===== src/rtl/smi_feature_gate.sv =====
module smi_feature_gate #(
  parameter int          NCPU      = 4,
  parameter int          CPU_W     = $clog2(NCPU),
  parameter int          FEAT_W    = 64,
  parameter logic [63:0] HOST_FEAT = 64'h3,
  parameter logic [7:0]  CMD_ON    = 8'h02,
  parameter logic [7:0]  CMD_OFF   = 8'h03,
  parameter int          B_BCAST   = 0,
  parameter int          B_HP      = 1,
  parameter int          B_HUP     = 2
) (
  input  logic              clk,
  input  logic              rst_n,
  input  logic              req_wr,
  input  logic [2:0]        req_idx,
  input  logic [7:0]        req_byte,
  input  logic              ack_wr,
  input  logic              apm_wr,
  input  logic [7:0]        apm_val,
  input  logic [CPU_W-1:0]  apm_cpu,
  input  logic              apmc_en,
  output logic [FEAT_W-1:0] req_mask,
  output logic              feat_ok,
  output logic [FEAT_W-1:0] agreed_mask,
  output logic              acpi_on,
  output logic              acpi_off,
  output logic [NCPU-1:0]   smi_req
);
  localparam logic [FEAT_W-1:0] HOST = HOST_FEAT[FEAT_W-1:0];

  logic legal, is_cmd, fire;
  logic [NCPU-1:0] target;

  assign legal  = ((req_mask & ~HOST) == '0) &&
                  !((req_mask[B_HP] || req_mask[B_HUP]) && !req_mask[B_BCAST]);
  assign is_cmd = (apm_val == CMD_ON) || (apm_val == CMD_OFF);
  assign fire   = apm_wr && !is_cmd && apmc_en;
  assign target = agreed_mask[B_BCAST] ? {NCPU{1'b1}} : (NCPU'(1) << apm_cpu);

  always_ff @(posedge clk) begin
    if (!rst_n) begin
      req_mask <= '0;
    end else if (req_wr) begin
      req_mask[8*req_idx +: 8] <= req_byte;
    end
  end

  always_ff @(posedge clk) begin
    if (!rst_n) begin
      feat_ok     <= 1'b0;
      agreed_mask <= '0;
    end else if (ack_wr && !feat_ok && legal) begin
      feat_ok     <= 1'b1;
      agreed_mask <= req_mask;
    end
  end

  always_ff @(posedge clk) begin
    if (!rst_n) begin
      acpi_on  <= 1'b0;
      acpi_off <= 1'b0;
      smi_req  <= '0;
    end else begin
      acpi_on  <= apm_wr && (apm_val == CMD_ON);
      acpi_off <= apm_wr && (apm_val == CMD_OFF);
      smi_req  <= fire ? target : '0;
    end
  end

  p_lock_r6: assert property (@(posedge clk) disable iff (!rst_n)
    feat_ok |=> feat_ok && $stable(agreed_mask));
  p_host_only_r4: assert property (@(posedge clk) disable iff (!rst_n)
    (agreed_mask & ~HOST) == '0);
  p_hotplug_needs_bcast_r5: assert property (@(posedge clk) disable iff (!rst_n)
    (agreed_mask[B_HP] || agreed_mask[B_HUP]) |-> agreed_mask[B_BCAST]);
  p_accept_on_ack_r3: assert property (@(posedge clk) disable iff (!rst_n)
    ack_wr && !feat_ok && legal |=> feat_ok && agreed_mask == $past(req_mask));
  p_cmd_no_smi_r7: assert property (@(posedge clk) disable iff (!rst_n)
    (acpi_on || acpi_off) |-> smi_req == '0);
  p_smi_shape_r9: assert property (@(posedge clk) disable iff (!rst_n)
    smi_req != '0 |-> ($countones(smi_req) == 1 || &smi_req));
  p_gate_r8: assert property (@(posedge clk) disable iff (!rst_n)
    apm_wr && !apmc_en |=> smi_req == '0);
endmodule


===== config.mk =====
export PLATFORM = sky130hd
export DESIGN_NAME = smi_feature_gate
export DESIGN_NICKNAME = d
export VERILOG_FILES = /design/src/rtl/smi_feature_gate.sv
export SDC_FILE = /design/constraint.sdc
export NUM_CORES = 1
export LEC_CHECK = 0
export ABC_CLOCK_PERIOD_IN_PS = 2210
export BUFFER_PORTS_ARGS = -buffer_cell sky130_fd_sc_hd__buf_2
export CORE_MARGIN = 2
export CORE_UTILIZATION = 45
export DETAILED_ROUTE_END_ITERATION = 8
export PLACE_DENSITY = 0.76
export RECOVER_POWER = 50
export SYNTH_ARGS = -nofsm -noshare
export SYNTH_HDL_FRONTEND = slang
export SYNTH_SLANG_ARGS = --single-unit

===== constraint.sdc =====
create_clock -name clk -period 2.21 [get_ports clk]
set_input_delay 0.3315 -clock clk [delete_from_list [all_inputs] [get_ports clk]]
set_output_delay 0.3315 -clock clk [all_outputs]
set_load 0.02 [all_outputs]

==> out/qor.yml <==
floorplanning:
  rows: 37
  die_h_microns: 107.9
  num_io_pins: 162
  initial_core_util_pct: 46.61
  fp.dieW_microns: 107.9
  dieArea_sq_mm: 0.01163
  core_sq_mm: 0.01042
worst_setup_path:
  cp-start-kind: "flip-flop"
  crit_required_ps: 2620
  critPathMaxFanout: 62
  crit_path_end_kind: "flip-flop"
  arrival_ps: 2510
  crit_type: "reg -> reg"
drt:
  first_pass_iters: 4
  wl_microns: 12810
  via_count: 4118
  drc_errors: 0
  drtAntennaViolNets: 0
  routedWlPerCell_microns: 15.72
  drt_iter0_markers: 182
  viasPerCell: 5.053
cells_and_area:
  final-seq-area_sq_mm: 0.002703
  nNetsFinal: 696
  layout-drive-gt1-share_pct: 12.96
  area_growth_pct: 29.02
  final_cell_count_no_fill: 815
  fill_cells: 969
  antenna_cells: 0
  multi_input_area_sq_mm: 0.001968
sta:
  finalHoldViolCount: 0
  slew_violations: 0
  tightest_slew_ps: 536.1
  max_freq_mhz: 476.0
  clock_skew_ps: 7.418
  slew_headroom_pct: 64.26
  rsz0062_at_grt: "false"
  report.final.setup_viol: 0
  finalCriticalPeriod_ps: 2101
  post-route-period-util_pct: 95.05
  hold_slack_ps: 81.82
power:
  seq_power_share_pct: 45.1
  cell_internal_pwr_mw: 4.080
  leakage_nw: 2.425
  switching_share_pct: 24.90
  pwr-share-comb_pct: 5.2
  ir_drop_uv: 579.9
  power_density_mw_per_mm2: 867.4
  p_clk_share_pct: 49.7
  p_sw_mw: 1.353
hold_path:
  hold_path_class: "in -> reg"
job:
  maxCapViolations: 0
place:
  hpwl_microns: 9125
  io_buffers: 161
  gp_congestion: 0.8244
  placed_cells: 782
clock_network:
  cts_tree: "done"
  cts_sinks: 135
  postCtsSetupRepairBufs: 0
  cts_made_buffers: 17
  clk_latency_ps: 520
  clk_pin_slew_ps: 60
  cts_max_level: 4
  cts.path.max_buffers: 2
  cts-root-buf: "clkbuf_8"
logic_synthesis:
  synth_cells: 497
  synth-edff-count: 0
  yosysUniqueCellTypes: 33
  syn-cell-area_sq_mm: 0.004855
  synth_fp_nets: 527
  ys_seq_elements: 135
  ys_dominant_reg_cell: "dfxtp_1"
  ys.warnings.count: 0
  yosysSeqAreaShare_pct: 55.67
  synth.avg_cell_area_sq_um: 9.768
  async_reset_ff_share_pct: 0
grt:
  antenna_found_initial: 0
  grt_pass1_vias: 3863
  grt_max_degree: 68
  grt_pass1_wl_microns: 19730
  overflow: 0
  grtUsageTotal_pct: 21.96
outcome:
  status: "complete, no violations"
flip-flops by register name, summed over array words and instances, names as in the netlist:
register / cells
req_mask: 64
acpi_off: 1
acpi_on: 1
agreed_mask: 64
feat_ok: 1
smi_req: 4
final timing paths:
| path | startpoint | endpoint | slack, ps | depth (start not counted) |
|---|---|---|---|---|
| max | req_mask[57] | agreed_mask[11] | 110 | 4 |
| min | apm_cpu[1] | smi_req[2] | 80 | 3 |
| max reg2reg | req_mask[57] | agreed_mask[11] | 110 | 4 |
| min reg2reg | agreed_mask[60] | agreed_mask[60] | 460 | 1 |
synthesized netlist by cell type, drive strengths merged, types with 2 or more instances:
cell type / count / area [sq um]
nor2b: 30 / 187.7
nand4: 9 / 56.30
nand2b: 5 / 31.28
nand3: 37 / 185.2
a21oi: 4 / 20.02
nor3: 8 / 40.04
a22oi: 6 / 45.04
o21ai: 3 / 15.01
nand2: 52 / 195.2
dfxtp: 135 / 2703
a21boi: 42 / 315.3
and2: 65 / 406.6
nor2: 11 / 41.29
inv: 8 / 30.03
nand4b: 2 / 17.52
ha: 3 / 37.54
clkbuf: 23 / 86.33
nor4: 18 / 125.1
mux2i: 10 / 100.1
buf: 9 / 82.57
or3: 2 / 12.51
a31oi: 7 / 43.79
power groups by stage:
stage               logic (mW)  clock network [mW]  registers [mW]
finish                   0.283                2.70            2.45
detailed placement       0.280                   0            2.50
global placement         0.273                   0            2.50
floorplan                0.194                   0            2.51
global route             0.310                2.86            2.45
CTS                      0.284                2.75            2.45
logic make-up (layout without fill, tap and decap cells):
group / Yosys count / count (layout) / share of synthesized area, %
simple gates: 246 / 246 / 27.91
flops: 135 / 135 / 55.67
compound gates: 63 / 63 / 9.484
buf+inv: 40 / 222 / 4.098
mux: 10 / 10 / 2.062
fa+ha+maj: 3 / 3 / 0.7733
worst max-delay path: stages, from the launching register on:
cell and delay [ps]:
dfxtp_1 330, nor4_1 470, nand4_1 220, o41a_4 710, and2_1 260
stage by stage:
| step | area, sq um | setup WS (ps) | power [mW] | utilization (%) | TNS (ps) |
|---|---|---|---|---|---|
| after detailed placement | 5833 | -15.55 | 2.782 | 56.00 | -18.62 |
| after floorplan | 4866 | 17.19 | 2.705 | - | 0 |
| after global routing | 6264 | 41.53 | 5.614 | 60.13 | 0 |
| after global placement | 5833 | 54.92 | 2.775 | 56.00 | 0 |
| final | 6264 | 109.4 | 5.433 | 60.13 | 0 |
| after CTS | 6420 | 71.74 | 5.485 | 61.63 | 0 |
metal layers:
layer	part of all wire (%)	GRT usage [%]	up-vias
li1	-	-	2038
met1	44	28.69	1905
met2	48	35.09	156
met3	7.1	5.206	19
met4	1.5	8.608	0
met5	0	0	-
cells in the final DEF, fill, tap and decap left out, types with 15 or more instances in the layout:
cell / count
nand3_1: 37
clkbuf_16: 16
a21boi_0: 27
and2_1: 65
clkbuf_1: 130
nor2b_1: 30
a21boi_1: 15
nor4_1: 15
dfxtp_1: 135
buf_4: 19
buf_2: 31
nand2_1: 52
layout make-up:
| type | instances | area share [%] |
|---|---|---|
| Sequential cell | 135 | 43.15 |
| Multi-Input combinational cell | 322 | 31.42 |
| Timing Repair Buffer | 182 | 13.02 |
| Clock buffer | 17 | 6.612 |
| Tap cell | 136 | 2.717 |
| Clock inverter | 15 | 2.597 |
| Inverter | 8 | 0.4794 |
timing repair:
item                                    4_1_cts  5_1_grt
gates resized for setup                       0        1
hold buffers                                  1        0
endpoints found under the hold margin         1        0
endpoints found under the setup margin        0       62
No activity file was read; power rests on OpenSTA's default activity.
